**config.mk**
```make
export PLATFORM = sky130hd
export DESIGN_NAME = core_fault_handler
export DESIGN_NICKNAME = d
export VERILOG_FILES = /design/src/rtl/cfh_pkg.sv /design/src/rtl/cfh_err_capture.sv /design/src/rtl/cfh_call_ring.sv /design/src/rtl/cfh_read_mux.sv /design/src/rtl/core_fault_handler.sv
export SDC_FILE = /design/constraint.sdc
export NUM_CORES = 1
export LEC_CHECK = 0
export BUFFER_PORTS_ARGS = -buffer_cell sky130_fd_sc_hd__buf_4
export CAP_MARGIN = 15
export CORE_UTILIZATION = 50
export DETAILED_ROUTE_END_ITERATION = 10
export GPL_ROUTABILITY_DRIVEN = 0
export PLACE_DENSITY_LB_ADDON = 0.08
export SYNTH_ARGS = -nofsm -noshare
export SYNTH_HDL_FRONTEND = slang
export SYNTH_SLANG_ARGS = --single-unit
```
**constraint.sdc**
```tcl
create_clock -name clk_i -period 4.7 [get_ports clk_i]
set_input_delay 0.705 -clock clk_i [delete_from_list [all_inputs] [get_ports clk_i]]
set_output_delay 0.705 -clock clk_i [all_outputs]
set_load 0.05 [all_outputs]
```
**src/rtl/cfh_pkg.sv**
```systemverilog
package cfh_pkg;
  localparam int NUM_ERR = 9;
  // error identifier bit positions
  localparam int E_PC_S   = 0;
  localparam int E_PC_D   = 1;
  localparam int E_IR_S   = 2;
  localparam int E_IR_D   = 3;
  localparam int E_RF_S   = 4;
  localparam int E_RF_D   = 5;
  localparam int E_CTL    = 6;
  localparam int E_ALU    = 7;
  localparam int E_EXT    = 8;

  // register word addresses
  localparam logic [4:0] A_ID     = 5'd0;
  localparam logic [4:0] A_ALU    = 5'd1;
  localparam logic [4:0] A_PC     = 5'd2;
  localparam logic [4:0] A_IR     = 5'd3;
  localparam logic [4:0] A_CYC_LO = 5'd4;
  localparam logic [4:0] A_CYC_HI = 5'd5;
  localparam logic [4:0] A_CW_DAT = 5'd6;
  localparam logic [4:0] A_CW_CHK = 5'd7;
  localparam logic [4:0] A_QPTR   = 5'd8;
  localparam logic [4:0] A_QBASE  = 5'd16;

  typedef logic [NUM_ERR-1:0] err_vec_t;

  // identifier after this cycle's write-one-to-clear, before new strobes
  function automatic err_vec_t id_after_ack(err_vec_t id, err_vec_t clr);
    return id & ~clr;
  endfunction
endpackage

```
**src/rtl/cfh_err_capture.sv**
```systemverilog
module cfh_err_capture
  import cfh_pkg::*;
#(
  parameter int XLEN  = 32,
  parameter int CHK_W = 7,
  parameter int CYC_W = 64
) (
  input  logic                  clk_i,
  input  logic                  rst_ni,
  input  err_vec_t              err_i,
  input  err_vec_t              clr_i,
  input  logic [XLEN-1:0]       alu_i,
  input  logic [XLEN-1:0]       pc_i,
  input  logic [XLEN-1:0]       ir_i,
  input  logic [CYC_W-1:0]      cycle_i,
  input  logic [XLEN+CHK_W-1:0] pc_cw_i,
  input  logic [XLEN+CHK_W-1:0] ir_cw_i,
  input  logic [XLEN+CHK_W-1:0] rf_cw_i,
  output err_vec_t              id_o,
  output logic                  load_o,
  output logic [XLEN-1:0]       snap_alu_o,
  output logic [XLEN-1:0]       snap_pc_o,
  output logic [XLEN-1:0]       snap_ir_o,
  output logic [CYC_W-1:0]      snap_cyc_o,
  output logic [XLEN+CHK_W-1:0] snap_cw_o
);
  localparam int CW_W = XLEN + CHK_W;

  function automatic logic [CW_W-1:0] pick_cw(err_vec_t e, logic [CW_W-1:0] pcw,
                                              logic [CW_W-1:0] icw, logic [CW_W-1:0] rcw);
    if (e[E_PC_S] | e[E_PC_D])      return pcw;
    else if (e[E_IR_S] | e[E_IR_D]) return icw;
    else if (e[E_RF_S] | e[E_RF_D]) return rcw;
    else                            return '0;
  endfunction

  err_vec_t id_q, id_acked;
  logic     any_err;

  assign any_err  = |err_i;
  assign id_acked = id_after_ack(id_q, clr_i);
  assign load_o   = any_err && (id_acked == '0);

  always_ff @(posedge clk_i or negedge rst_ni) begin
    if (!rst_ni) id_q <= '0;
    else         id_q <= id_acked | err_i;
  end

  always_ff @(posedge clk_i or negedge rst_ni) begin
    if (!rst_ni) begin
      snap_alu_o <= '0;
      snap_pc_o  <= '0;
      snap_ir_o  <= '0;
      snap_cyc_o <= '0;
      snap_cw_o  <= '0;
    end else if (load_o) begin
      snap_alu_o <= alu_i;
      snap_pc_o  <= pc_i;
      snap_ir_o  <= ir_i;
      snap_cyc_o <= cycle_i;
      snap_cw_o  <= pick_cw(err_i, pc_cw_i, ir_cw_i, rf_cw_i);
    end
  end

  assign id_o = id_q;
endmodule

```
**src/rtl/cfh_call_ring.sv**
```systemverilog
module cfh_call_ring #(
  parameter int XLEN  = 32,
  parameter int DEPTH = 8,
  localparam int PTR_W = $clog2(DEPTH)
) (
  input  logic                       clk_i,
  input  logic                       rst_ni,
  input  logic                       call_i,
  input  logic                       ret_i,
  input  logic [XLEN-1:0]            pc_i,
  output logic [PTR_W-1:0]           ptr_o,
  output logic [DEPTH-1:0][XLEN-1:0] ent_o
);
  function automatic logic [PTR_W-1:0] ring_step(logic [PTR_W-1:0] p, logic up);
    return up ? p + PTR_W'(1) : p - PTR_W'(1);
  endfunction

  logic [PTR_W-1:0] ptr_q, top_idx, wr_idx;
  logic             push_only, pop_only, swap, wr_en;
  logic [XLEN-1:0]  wr_val;

  assign push_only = call_i && !ret_i;
  assign pop_only  = ret_i && !call_i;
  assign swap      = call_i && ret_i;
  assign top_idx   = ring_step(ptr_q, 1'b0);
  assign wr_en     = call_i || ret_i;
  assign wr_idx    = push_only ? ptr_q : top_idx;
  assign wr_val    = pop_only ? '0 : pc_i;

  always_ff @(posedge clk_i or negedge rst_ni) begin
    if (!rst_ni)        ptr_q <= '0;
    else if (push_only) ptr_q <= ring_step(ptr_q, 1'b1);
    else if (pop_only)  ptr_q <= top_idx;
  end

  for (genvar g = 0; g < DEPTH; g++) begin : g_ent
    logic [XLEN-1:0] ent_q;
    always_ff @(posedge clk_i or negedge rst_ni) begin
      if (!rst_ni)                             ent_q <= '0;
      else if (wr_en && wr_idx == PTR_W'(g))   ent_q <= wr_val;
    end
    assign ent_o[g] = ent_q;
  end

  logic unused_swap;
  assign unused_swap = swap;
  assign ptr_o = ptr_q;
endmodule

```
**src/rtl/cfh_read_mux.sv**
```systemverilog
module cfh_read_mux
  import cfh_pkg::*;
#(
  parameter int XLEN   = 32,
  parameter int CHK_W  = 7,
  parameter int CYC_W  = 64,
  parameter int DEPTH  = 8,
  parameter int ADDR_W = 5,
  localparam int PTR_W = $clog2(DEPTH)
) (
  input  logic [ADDR_W-1:0]          addr_i,
  input  err_vec_t                   id_i,
  input  logic [XLEN-1:0]            alu_i,
  input  logic [XLEN-1:0]            pc_i,
  input  logic [XLEN-1:0]            ir_i,
  input  logic [CYC_W-1:0]           cyc_i,
  input  logic [XLEN+CHK_W-1:0]      cw_i,
  input  logic [PTR_W-1:0]           ptr_i,
  input  logic [DEPTH-1:0][XLEN-1:0] ent_i,
  output logic [XLEN-1:0]            rdata_o
);
  logic [ADDR_W-1:0] q_off;
  logic              in_ring;

  assign q_off   = addr_i - ADDR_W'(A_QBASE);
  assign in_ring = (addr_i >= ADDR_W'(A_QBASE)) && (q_off < ADDR_W'(DEPTH));

  always_comb begin
    rdata_o = '0;
    if (in_ring) begin
      rdata_o = ent_i[q_off[PTR_W-1:0]];
    end else begin
      case (addr_i)
        ADDR_W'(A_ID):     rdata_o = XLEN'(id_i);
        ADDR_W'(A_ALU):    rdata_o = alu_i;
        ADDR_W'(A_PC):     rdata_o = pc_i;
        ADDR_W'(A_IR):     rdata_o = ir_i;
        ADDR_W'(A_CYC_LO): rdata_o = cyc_i[XLEN-1:0];
        ADDR_W'(A_CYC_HI): rdata_o = cyc_i[CYC_W-1:XLEN];
        ADDR_W'(A_CW_DAT): rdata_o = cw_i[XLEN-1:0];
        ADDR_W'(A_CW_CHK): rdata_o = XLEN'(cw_i[XLEN+CHK_W-1:XLEN]);
        ADDR_W'(A_QPTR):   rdata_o = XLEN'(ptr_i);
        default:           rdata_o = '0;
      endcase
    end
  end

  logic unused_off_hi;
  assign unused_off_hi = ^q_off[ADDR_W-1:PTR_W];
endmodule

```
**src/rtl/core_fault_handler.sv**
```systemverilog
module core_fault_handler
  import cfh_pkg::*;
#(
  parameter int XLEN   = 32,
  parameter int CHK_W  = 7,
  parameter int DEPTH  = 8,
  parameter int ADDR_W = 5,
  localparam int CYC_W = 2 * XLEN,
  localparam int CW_W  = XLEN + CHK_W,
  localparam int PTR_W = $clog2(DEPTH)
) (
  input  logic                clk_i,
  input  logic                rst_ni,
  input  logic [NUM_ERR-1:0]  err_i,
  input  logic [XLEN-1:0]     alu_i,
  input  logic [XLEN-1:0]     pc_i,
  input  logic [XLEN-1:0]     ir_i,
  input  logic [CYC_W-1:0]    cycle_i,
  input  logic [CW_W-1:0]     pc_cw_i,
  input  logic [CW_W-1:0]     ir_cw_i,
  input  logic [CW_W-1:0]     rf_cw_i,
  input  logic                call_i,
  input  logic                ret_i,
  input  logic                bus_we_i,
  input  logic [ADDR_W-1:0]   bus_addr_i,
  input  logic [XLEN-1:0]     bus_wdata_i,
  output logic [XLEN-1:0]     bus_rdata_o,
  output logic                trap_o
);
  err_vec_t                   id, ack_mask;
  logic                       snap_load, id_write;
  logic [XLEN-1:0]            snap_alu, snap_pc, snap_ir;
  logic [CYC_W-1:0]           snap_cyc;
  logic [CW_W-1:0]            snap_cw;
  logic [PTR_W-1:0]           ring_ptr;
  logic [DEPTH-1:0][XLEN-1:0] ring_ent;
  logic                       trap_q;

  assign id_write = bus_we_i && (bus_addr_i == ADDR_W'(A_ID));
  assign ack_mask = id_write ? bus_wdata_i[NUM_ERR-1:0] : '0;

  cfh_err_capture #(.XLEN(XLEN), .CHK_W(CHK_W), .CYC_W(CYC_W)) u_cap (
    .clk_i, .rst_ni, .err_i, .clr_i(ack_mask),
    .alu_i, .pc_i, .ir_i, .cycle_i, .pc_cw_i, .ir_cw_i, .rf_cw_i,
    .id_o(id), .load_o(snap_load),
    .snap_alu_o(snap_alu), .snap_pc_o(snap_pc), .snap_ir_o(snap_ir),
    .snap_cyc_o(snap_cyc), .snap_cw_o(snap_cw)
  );

  cfh_call_ring #(.XLEN(XLEN), .DEPTH(DEPTH)) u_ring (
    .clk_i, .rst_ni, .call_i, .ret_i, .pc_i,
    .ptr_o(ring_ptr), .ent_o(ring_ent)
  );

  cfh_read_mux #(.XLEN(XLEN), .CHK_W(CHK_W), .CYC_W(CYC_W), .DEPTH(DEPTH),
                 .ADDR_W(ADDR_W)) u_rd (
    .addr_i(bus_addr_i), .id_i(id), .alu_i(snap_alu), .pc_i(snap_pc),
    .ir_i(snap_ir), .cyc_i(snap_cyc), .cw_i(snap_cw), .ptr_i(ring_ptr),
    .ent_i(ring_ent), .rdata_o(bus_rdata_o)
  );

  // trap request registered from the next-state of the identifier
  always_ff @(posedge clk_i or negedge rst_ni) begin
    if (!rst_ni) trap_q <= 1'b0;
    else         trap_q <= |(id_after_ack(id, ack_mask) | err_i);
  end
  assign trap_o = trap_q;

  logic unused_wdata_hi;
  assign unused_wdata_hi = ^bus_wdata_i[XLEN-1:NUM_ERR];
endmodule

```
### After elaboration in Yosys (flattened, before gate mapping)

Cells that the tools add are included.

* word-level logic and storage cells: 77
* register bits: 468
* input port bits: 328

* muxes and demuxes: 12
* magnitude comparators: 3
* reductions and logical operators: 22
* add/sub/neg operators: 3
* equality and inequality tests: 15
* bitwise operators: 6

Operator list (number)
* case mux 32 bit (9 select lines): 1
* two-way mux 39 bit: 3
* binary-select mux 32 bit (select 3 bit): 1
* two-way mux 32 bit: 3
* equality test 5 x 3 -> 1 bit, second input constant: 4
* OR reduction 9 bit: 2
* logical AND 1 bit: 13
* equality test 3 bit, second input constant: 4
* equality test 5 x 2 -> 1 bit, second input constant: 2
* AND 9 bit: 1
* zero test 9 bit: 1
* two-way mux 3 bit: 3
* two-way mux 9 bit: 1
* NOT 9 bit: 1
* OR 9 bit: 1
* equality test 3 x 2 -> 1 bit, second input constant: 2
* equality test 5 x 1 -> 1 bit, second input constant: 1
* equality test 5 x 4 -> 1 bit, second input constant: 1
* greater-or-equal comparator 5 bit, second input constant: 1
* zero test 5 bit: 1
* < comparator 5 x 4 -> 1 bit, second input constant: 1
* subtractor 5 bit, second input constant: 1
* < comparator 3 x 4 -> 1 bit, second input constant: 1
* adder 3 x 1 -> 3 bit, second input constant: 1
* other kinds (7): 10

### Longest topological paths before layout

Gate-level depths: netlist of the first run.

* depth after elaboration: 7
* mapped depth: 10
* gate-level depth less buffers: 8

### Modules after synthesis

A second synthesis of the first run with hierarchy kept.

* cell total of the unflattened synthesis: 1611
* area, all modules: 23105.9 µm²

By module, submodules not included
* cfh_call_ring: instances 1, area each 10279.9 µm², seq. area each 6481.2 µm², cells each 616
* cfh_err_capture: instances 1, area each 8889.8 µm², seq. area each 5205.0 µm², cells each 602
* cfh_read_mux: instances 1, area each 3673.5 µm², seq. area each 0.0 µm², cells each 358
* core_fault_handler: instances 1, area each 262.8 µm², seq. area each 25.0 µm², cells each 35

### Worst setup path after synthesis of the first run

No wires, ideal clock.

* kind: input to output
* from: in bus_addr_i[0]
* to: out bus_rdata_o[4]
* data required time: 3.995 ns
* data arrival time: 2.859 ns
* path buffers: 2
* stages: 5
* setup slack: 1.136 ns
* cells stage by stage: buf_1 buf_1 mux4_2 mux2i_1 o2111ai_1

* cells in the longest elaborated chain, start to end: 4
* elaborated cells between the ends (all ways): 17
* classes of those cells: add/sub: 1; order compare: 2; eq/ne: 8; mux: 4; reduce/logical: 2

RTL lines
* from (decl): RTL line core_fault_handler.sv:25 `input logic [ADDR_W-1:0] bus_addr_i,`
* subtractor 5 bit: RTL line cfh_read_mux.sv:25 `assign q_off = addr_i - ADDR_W'(A_QBASE);`
* < comparator 5 x 4 -> 1 bit or binary-select mux 32 bit (select 3 bit) (tied branches): RTL line cfh_read_mux.sv:26, cfh_read_mux.sv:31
* logical AND 1 bit or two-way mux 32 bit (tied branches): RTL line cfh_read_mux.sv:26, cfh_read_mux.sv:31
* two-way mux 32 bit (*): RTL line cfh_read_mux.sv:30 `if (in_ring) begin`
* to (decl): RTL line core_fault_handler.sv:27 `output logic [XLEN-1:0] bus_rdata_o,`

Every way passes the cells marked *; elsewhere a longest branch is shown, timed or not. The select of a mux whose other input is x is not followed.

### Final worst setup path of the first run

* from: in bus_addr_i[0]
* to: out bus_rdata_o[29]

Same word-level chain as after synthesis.

==> qor.txt, run 1 <==
Status -> finished, final reports clean
Maximum fanout along the worst path -> 28
Vias/cell -> 5.814
Slew @ Worst Pin -> 1.200 ns
Top_reg_cell synth -> dfrtp_1
Detail Route Antenna Nets -> 0
DP Cell Count -> 2,588
Post-DP HPWL -> 44.39 mm
First-pass DRT Iterations -> 5
Final-report hold violation count -> 0
Synthesized area per cell -> 12.23 um^2
Crit path time final -> 4.057 ns
WP data arrival -> 3.35 ns
RSZ-0062 raised after global routing -> false
Post-synth net total -> 2,103
Setup Viol. Count Final -> 0
Largest area contributor in the netlist -> dfrtp_1
CTS tree -> done
Clock latency on the worst-skew pair -> 0.59 ns
Slew Viols, Final -> 0
Global-route wire length before repair -> 98.29 mm
Clock tree buffer depth -> 3
Total setup buffers inserted after CTS -> 0
Final nets -> 2,398
Crit share post-route -> 86.32%
Gr ovfl total -> 0
CTS root buffer -> clkbuf_16
Die height -> 210.0 um
Die Footprint -> 0.04409 mm^2
Final Non-Filler Cells -> 2,680
Total number of vias -> 15,580
Seq cells post-synth -> 468
CTS H-tree depth -> 2
Fill cell count -> 3,423
Synth unique cells -> 49
Slew margin rel. -> 19.99%
Post-synth top cells -> dfrtp_1 (468), o21ai_0 (236), nand2_1 (234), mux2_2 (154), mux2_1 (109)
Core Rows -> 75
Pwr dens -> 472.8 mW/mm^2
I/O pin total -> 361
Area Growth Syn to Fin -> 22.00%
GRT Total Usage -> 29.74%
Setup Skew -> 0.02229 ns
WS Path Type -> in2out
Post-layout power -> 0.01247 W
DR iter-0 viols -> 1,186
P_leak -> 12.59 nW
CTS Hold Bufs -> 0
Yosys Warn Count -> 0
Resized cells post-CTS -> 0
Initial antenna violation count -> 3
Maxcap violations -> 0
Post-synthesis mux area share -> 21.98%
Post-synthesis sequential area ratio -> 54.15%
Layout cells sized above 1 -> 33.13%
Worst-path clk slew -> 0.06 ns
Setup tns final -> 0 ns
EDFF count, synth -> 0
Simple logic cell fraction of the synthesized area -> 7.400%
CTS Sinks -> 468
Count leader, synth -> dfrtp_1
Drt drc -> 0
Hold Path Class -> in2async
Metal2 WL -> 31.10 mm
Die width -> 210.0 um
Syn Inst Count -> 1,768
Worst VDD drop -> 0.0003185 V
Critical path capture point type -> primary output
Adder-Cell Fraction of Synth Area -> 0.4050%
Mapped Area -> 0.02163 mm^2
Core footprint -> 0.04232 mm^2
Highest metal used -> met5
Largest family of logic cells by synthesized area -> multiplexers
Detailed Route WL -> 63.94 mm
Vias in the first global route -> 16,010
Largest net degree at the start of global routing -> 108
Met1 wire length -> 27.85 mm
Top cells by area, synth -> dfrtp_1 (54%), mux2_2 (8.0%), mux4_2 (6.7%), mux2_1 (5.7%), o21ai_0 (5.5%)
Met3 WL -> 3.284 mm
Post-synth ARST share -> 100.0%
Synth top area share -> 54.15%
End-of-flow core utilization -> 62.34%
WL/cell -> 23.86 um
Inserted Clock Buffers -> 50
Post-Synth XOR/XNOR Area -> 0.08100%
Critical Path RT -> 3.99 ns
Port Buffers -> 337
Fmax -> 246.5 MHz
Crit path launch type -> input port
Post-synthesis compound-gate area fraction -> 12.55%
Starting Density -> 51.10%
## cell families (layout without fill, tap and decap cells)
kind of cell | Yosys count | in the layout
flip-flops | 468 | 468
AO/OA/AOI/OAI | 430 | 430
multiplexers | 362 | 362
AND/OR/NAND/NOR | 347 | 347
buffers and inverters | 152 | 485
adder cells (fa/ha/maj) | 7 | 7
XOR/XNOR | 2 | 2
other | 0 | 2
## worst paths after layout
check | slack, ns | to | start | cells after the start
max reg2reg | 1.63 | u_ring.g_ent[4].ent_q[24]$_DFFE_PN0P_ | u_ring.ptr_o[1]$_DFFE_PN0P_ | 8
max | 0.64 | bus_rdata_o[29] | bus_addr_i[0] | 8
min reg2reg | 0.48 | u_ring.g_ent[6].ent_q[22]$_DFFE_PN0P_ | u_ring.g_ent[6].ent_q[22]$_DFFE_PN0P_ | 2
max in group asynchronous | 3.36 | u_ring.g_ent[3].ent_q[17]$_DFFE_PN0P_ | rst_ni | 2
min | 0.16 | u_cap.snap_cyc_o[38]$_DFFE_PN0P_ | rst_ni | 1
min in group clk_i | 0.32 | u_cap.snap_cyc_o[4]$_DFFE_PN0P_ | cycle_i[4] | 2
## flip-flops by register name, summed over array words and instances (netlist names)
| name | count |
|---|---|
| u_cap.snap_ir_o | 32 |
| u_cap.snap_pc_o | 32 |
| u_ring.g_ent.ent_q | 256 |
| u_cap.id_o | 9 |
| trap_o | 1 |
| u_cap.snap_alu_o | 32 |
| u_cap.snap_cyc_o | 64 |
| u_ring.ptr_o | 3 |
| u_cap.snap_cw_o | 39 |
## where the power goes
part / internal (W) / total, W / switching [W] / leakage, nW
Sequential: 0.00498 / 0.00548 / 0.000494 / 6.16
Clock: 0.00236 / 0.00399 / 0.00162 / 0.816
Combinational: 0.00136 / 0.00301 / 0.00165 / 5.61
Total: 0.00871 / 0.0125 / 0.00376 / 12.6
## layout make-up
cell class	instances	area, um^2	area share, %
Sequential cell	468	11710	44.39
Clock buffer	74	1463	5.544
Timing Repair Buffer	382	2975	11.28
Multi-Input combinational cell	1148	9271	35.14
Antenna cell	2	5.005	0.01897
Tap cell	577	721.9	2.736
Clock inverter	16	186.4	0.7066
Inverter	13	48.80	0.1850
## per-stage QoR
stage	setup WS (ns)	hold WS, ns	cell area, um^2
finish	0.6430	0.1632	26380
global route	0.5592	0.2218	26380
CTS	0.7056	0.2049	26380
detailed placement	0.7209	0.4656	24730
global placement	0.7494	0.4562	24730
floorplan	1.136	0.4094	21630
## critical path, stage by stage
cell	delay (ns)
buf_4	0.32
nor2b_1	0.28
nor4b_2	0.64
buf_4	0.49
a221oi_1	0.17
buf_4	0.21
o211ai_1	0.21
buf_4	0.29
## cells in the final DEF, fill, tap and decap left out, types with 3 or more instances in the layout
master     count
a22oi_1       76
nand2b_1      38
o31ai_1        6
o2bb2ai_1      3
nand2_1      234
nor3b_1        3
dfrtp_1      468
and2_1         5
or2_2          6
a221oi_1      32
clkbuf_8      10
mux2_2       154
clkbuf_16     51
mux2_1       109
or4_1          3
nor2b_1       36
o211ai_1      25
or2b_1         4
a22o_1        29
clkinv_2      10
bufinv_16      4
o21ai_0      236
o2111ai_1      7
clkbuf_1      13
buf_12         8
buf_4        373
o21ai_4        6
mux2i_1       35
nor2_1         4
inv_1         13
mux4_2        64
ha_1           6
## routing by layer
layer	vias to the layer above	GRT usage, %
met5	-	0
met3	112	4.738
met1	7992	41.06
met4	2	9.439
li1	7038	-
met2	437	48.49
No activity file was read; power rests on OpenSTA's default activity.
==> run 2, diff against run 1 <==
REMOVE_ABC_BUFFERS = 1   (was unset)
==> run 2 against run 1 <==
Compared with the run above: sequential share of layout area fell by 0.27 points; via count fell by 1.6%; sequential power barely moved; largest power group unchanged; global-route usage fell by 2.9 points; register-to-register slack improved by 0.26 ns; critical path type unchanged; largest cell class unchanged; clock skew fell by 0.0097 ns; combinational power fell by 3%; maximum frequency rose by 3.0%; clock power rose by 9.3%.
==> qor.txt, run 2 (synthesis results as in run 1) <==
Post-layout power -> 0.01274 W
Die width -> 210.0 um
Worst-path clk slew -> 0.06 ns
Area Growth Syn to Fin -> 22.73%
Crit path launch type -> input port
Total setup buffers inserted after CTS -> 0
Clock latency on the worst-skew pair -> 0.59 ns
Largest regs -> u_ring.g_ent.ent_q (256), u_cap.snap_cyc_o (64), u_cap.snap_cw_o (39)
Slew @ Worst Pin -> 1.168 ns
Critical path capture point type -> primary output
Core footprint -> 0.04232 mm^2
Crit share post-route -> 83.78%
Hold Path Class -> in2async
Maximum fanout along the worst path -> 22
I/O pin total -> 361
Largest net degree at the start of global routing -> 128
CTS H-tree depth -> 2
Final Non-Filler Cells -> 2,677
Initial antenna violation count -> 1
First-pass DRT Iterations -> 5
CTS root buffer -> clkbuf_16
Starting Density -> 51.10%
Global-route wire length before repair -> 90.71 mm
Setup Skew -> 0.01261 ns
Pwr dens -> 480.1 mW/mm^2
P_leak -> 12.65 nW
CTS tree -> done
Core Rows -> 75
Worst VDD drop -> 0.0003427 V
CTS Hold Bufs -> 0
Layout cells sized above 1 -> 33.49%
Slew Viols, Final -> 0
Detail Route Antenna Nets -> 0
Vias/cell -> 5.728
Commonest non-fill, non-tap cell in the layout -> dfrtp_1
Final nets -> 2,391
Die Footprint -> 0.04409 mm^2
Total number of vias -> 15,330
Status -> finished, final reports clean
Vias in the first global route -> 15,980
Critical Path Slowest Stage Cell -> and4b_2
Clock tree buffer depth -> 3
Slew margin rel. -> 22.11%
Max reg flops -> 256
Inserted Clock Buffers -> 51
Final worst slack -> 0.7622 ns
CP dominant cell by count -> buf_4
Post-DP HPWL -> 36.63 mm
Fmax -> 253.9 MHz
DR iter-0 viols -> 1,117
Fraction of power consumed by combinational cells -> 22.9%
Most frequent cells in the layout -> dfrtp_1 (468), buf_4 (365), o21ai_0 (236)
GRT Total Usage -> 26.86%
NetSw -> 0.003713 W
Power Internal -> 0.009030 W
Resized cells post-CTS -> 0
Switching share of power -> 29.14%
WP data arrival -> 3.23 ns
Detailed Route WL -> 58.01 mm
Die height -> 210.0 um
Critical path cell sequence -> buf_4 -> buf_4 -> and4b_2 -> buf_4 -> a221oi_1 -> o211ai_1 -> buf_4
Setup tns final -> 0 ns
Gr ovfl total -> 0
Sequential power share -> 42.9%
Crit path time final -> 3.938 ns
Worst hold margin -> 0.05666 ns
CTS Sinks -> 468
Setup Viol. Count Final -> 0
Port Buffers -> 337
Top reg by flops -> u_ring.g_ent.ent_q
Drt drc -> 0
RSZ-0062 raised after global routing -> false
WL/cell -> 21.67 um
R2R Setup Slk -> 1.89 ns
Final-report hold violation count -> 0
DP Cell Count -> 2,580
Clock network power share -> 34.2%
Critical Path RT -> 3.99 ns
Setup Slack @ Placement -> 0.6411 ns
WS Path Type -> in2out
Maxcap violations -> 0
Largest stage delay on the critical path -> 0.66 ns
==> run 2: final timing paths <==
| path | startpoint | end | depth (start not counted) |
|---|---|---|---|
| worst max-delay path | bus_addr_i[2] | bus_rdata_o[9] | 7 |
| worst min-delay path | rst_ni | u_cap.snap_cw_o[5]$_DFFE_PN0P_ | 1 |
| worst max register to register | u_ring.ptr_o[1]$_DFFE_PN0P_ | u_ring.g_ent[4].ent_q[23]$_DFFE_PN0P_ | 8 |
| worst min register to register | u_ring.g_ent[4].ent_q[16]$_DFFE_PN0P_ | u_ring.g_ent[4].ent_q[16]$_DFFE_PN0P_ | 2 |
| max in group asynchronous | rst_ni | u_ring.g_ent[7].ent_q[8]$_DFFE_PN0P_ | 2 |
| min in group clk_i | err_i[7] | u_cap.id_o[7]$_DFF_PN0_ | 2 |
==> run 2: stage by stage <==
stage	util, %	area [um^2]
2_1_floorplan	-	20930
3_3_place_gp	58.33	24680
3_5_place_dp	58.33	24680
4_1_cts	62.71	26540
5_1_grt	62.71	26540
6_report	62.71	26540
==> run 2: power by group through the flow <==
stage / Clock (W) / Combinational [W] / Sequential (W)
floorplan: 0 / 0.00193 / 0.00536
global placement: 0 / 0.00286 / 0.00545
global route: 0.00458 / 0.00326 / 0.00558
finish: 0.00436 / 0.00292 / 0.00546
detailed placement: 0 / 0.00295 / 0.00552
CTS: 0.00444 / 0.00296 / 0.00546
==> run 2: critical path, delay by kind of cell <==
| family | cells | cell delay (ns) |
|---|---|---|
| and+or+nand+nor | 1 | 0.66 |
| buffers and inverters | 4 | 1.48 |
| AOI/OAI and AO/OA | 2 | 0.31 |
==> run 2: area by class of cell <==
type / instances / area, um^2
timing repair buffer: 374 / 2915
clock buffer: 75 / 1529
fill: 3424 / 15780
inverter: 13 / 48.80
sequential: 468 / 11710
tap: 577 / 721.9
clock inverter: 21 / 325.3
multi-input combinational: 1148 / 9288
antenna: 1 / 2.502
==> run 2: routing by layer <==
| layer | vias up | wire length (um) | global-route usage, % | part of all wire, % |
|---|---|---|---|---|
| met5 | - | 13 | 0 | 0.022 |
| met4 | 2 | 978 | 6.267 | 1.7 |
| met3 | 78 | 3066 | 4.782 | 5.3 |
| met2 | 423 | 27700 | 44.09 | 48 |
| met1 | 7809 | 26250 | 37.41 | 45 |
| li1 | 7021 | - | - | - |
==> run 3, diff against run 2 <==
ABC_AREA = 1   (was unset)
clock period = 3.7 ns   (was 4.7 ns; I/O delays follow)
==> run 3 against run 2 <==
Compared with the run above: the run now ends with negative hold slack left; combinational power is 16% higher; critical path depth is 1 higher; worst setup slack worse by 0.15 ns; sequential power is 31% higher; largest cell class unchanged; register-to-register slack worse by 0.65 ns; non-clock buffer count is 18 higher; flip-flop and latch count stayed put; first-iteration DRC count is 85% higher; clock skew hardly changed; clock power is 15% higher; cell count is 37% higher; clock-buffer cell count is 4 higher.
==> qor.txt, run 3 <==
CTS Hold Bufs -> 0
Global-route wire length before repair -> 112.5 mm
Area Growth Syn to Fin -> 20.20%
Total setup buffers inserted after CTS -> 0
Die Footprint -> 0.04616 mm^2
Crit share post-route -> 83.38%
Fill cell count -> 3,980
Post-synth ARST share -> 100.0%
Post-DP HPWL -> 45.40 mm
CTS tree -> done
Synthesized area per cell -> 8.043 um^2
Critical Path RT -> 3.14 ns
Vias/cell -> 5.817
First-pass DRT Iterations -> 6
Fmax -> 324.2 MHz
Port Buffers -> 337
Die height -> 214.8 um
Mapped Area -> 0.02265 mm^2
Post-synth top cells -> nand2_1 (1,063), dfrtp_1 (468), o21ai_0 (371), nand4_1 (264), nand3_1 (166)
Worst hold margin -> -0.02501 ns
Clock latency on the worst-skew pair -> 0.59 ns
WS Path Type -> in2out
Top cells by area, synth -> dfrtp_1 (52%), nand2_1 (18%), o21ai_0 (8.2%), nand4_1 (7.3%), nand3_1 (3.7%)
Post-synthesis sequential area ratio -> 51.70%
Status -> finished, violations left
Syn Inst Count -> 2,816
Largest regs -> u_ring.g_ent.ent_q (256), u_cap.snap_cyc_o (64), u_cap.snap_cw_o (39)
Post-layout power -> 0.01554 W
Max reg flops -> 256
Starting Density -> 51.00%
Seq cells post-synth -> 468
R2R Setup Slk -> 1.24 ns
Drt drc -> 0
CTS H-tree depth -> 2
Violated checks -> negative hold slack
Synth top area share -> 51.70%
Core Rows -> 77
Total number of vias -> 21,310
Clock tree buffer depth -> 3
Initial antenna violation count -> 2
WL/cell -> 19.58 um
Worst-path clk slew -> 0.06 ns
Layout cells sized above 1 -> 16.32%
I/O pin total -> 361
Count leader, synth -> nand2_1
Most frequent cells in the layout -> nand2_1 (1,055), dfrtp_1 (468), buf_4 (373)
CTS Sinks -> 468
Final nets -> 3,368
Resized cells post-CTS -> 0
Slew @ Worst Pin -> 0.9107 ns
Synth unique cells -> 35
Top_reg_cell synth -> dfrtp_1
Critical path capture point type -> primary output
Maxcap violations -> 0
RSZ-0062 raised after global routing -> false
Inserted Clock Buffers -> 50
Vias in the first global route -> 19,990
Maximum fanout along the worst path -> 22
Crit path launch type -> input port
Largest net degree at the start of global routing -> 200
Core footprint -> 0.04441 mm^2
Final-report hold violation count -> 12
DR iter-0 viols -> 2,068
Setup Skew -> 0.01235 ns
Yosys Warn Count -> 0
Slew margin rel. -> 39.29%
Detailed Route WL -> 71.73 mm
P_leak -> 13.33 nW
Worst VDD drop -> 0.0003904 V
Hold Path Class -> in2async
Detail Route Antenna Nets -> 0
Slew Viols, Final -> 0
Largest area contributor in the netlist -> dfrtp_1
Top reg by flops -> u_ring.g_ent.ent_q
GRT Total Usage -> 30.79%
Setup Viol. Count Final -> 0
WP data arrival -> 2.53 ns
EDFF count, synth -> 0
Die width -> 214.8 um
Pwr dens -> 570.8 mW/mm^2
FF-to-FF Start -> u_ring.ptr_o[0]$_DFFE_PN0P_
Gr ovfl total -> 0
Crit. Startpoint -> bus_addr_i[2]
CTS root buffer -> clkbuf_16
Crit path time final -> 3.085 ns
Commonest non-fill, non-tap cell in the layout -> nand2_1
[run 3: cell count changes in the layout (fill, tap and decap cells not counted), moves of 109 or more]
| cell | previous run | this run |
|---|---|---|
| o21ai_0 | 236 | 370 |
| mux2_1 | 109 | 0 |
| mux2_2 | 154 | 0 |
| nand2_1 | 234 | 1055 |
| nand4_1 | 1 | 264 |
| nand3_1 | 1 | 165 |
[run 3: where the power goes]
group	leakage [nW]	switching, W	internal, W	total [W]
Sequential	5.73	0.000706	0.00646	0.00717
Combinational	6.79	0.00212	0.00125	0.00338
Clock	0.812	0.00203	0.00297	0.00500
[run 3: area by class of cell]
type	instances	area (um^2)	area share [%]
inverter	85	324.1	1.190
multi-input combinational	2036	9620	35.34
tap	592	740.7	2.721
clock inverter	9	75.07	0.2757
antenna	2	5.005	0.01838
sequential	468	11710	43.01
clock buffer	79	1574	5.781
timing repair buffer	392	3176	11.66
[run 3: logic make-up (layout without fill, tap and decap cells)]
| kind of cell | Yosys count | after routing | share of synthesized area, % |
|---|---|---|---|
| DFF | 468 | 468 | 51.70 |
| and+or+nand+nor | 1542 | 1542 | 29.82 |
| adders and majority gates | 7 | 7 | 0.3867 |
| AOI/OAI and AO/OA | 487 | 487 | 11.92 |
| buffers and inverters | 312 | 565 | 6.170 |
| other | 0 | 2 | 0 |
[run 3: critical path: stages]
cell      delay, ns
buf_4          0.18
nor2_8         0.34
nand2_1        0.15
inv_2          0.60
buf_4          0.28
a211oi_1       0.09
nand3_1        0.09
buf_4          0.20
[run 3: final timing paths]
check                                                         to  depth (start not counted)
max                                              bus_rdata_o[19]                          8
min                             u_cap.snap_cyc_o[26]$_DFFE_PN0P_                          1
max reg2reg                u_ring.g_ent[2].ent_q[16]$_DFFE_PN0P_                         10
min reg2reg                     u_cap.snap_cyc_o[54]$_DFFE_PN0P_                          2
max in group asynchronous   u_ring.g_ent[6].ent_q[5]$_DFFE_PN0P_                          2
min in group clk_i                       u_cap.id_o[6]$_DFF_PN0_                          3
[run 3: metrics by stage]
step	cells	setup slack [ns]	instance area, um^2	utilization, %	TNS [ns]
after floorplan	2589	-7.938	21570	-	-1634.57
after global placement	3573	0.6560	25570	57.58	0
after detailed placement	3573	0.6483	25570	57.58	0
after CTS	3661	0.6311	27220	61.29	0
after global routing	3663	0.5098	27230	61.30	0
final	3663	0.6151	27230	61.30	0
[run 3: metal layers]
layer | routed length, um | share of wire [%] | vias to the layer above | GRT usage, %
met5 | 0 | 0 | - | 0
met4 | 2361 | 3.3 | 0 | 11.55
li1 | - | - | 9979 | -
met2 | 34550 | 48 | 832 | 50.39
met3 | 4376 | 6.1 | 144 | 3.425
met1 | 30450 | 42 | 10350 | 42.25
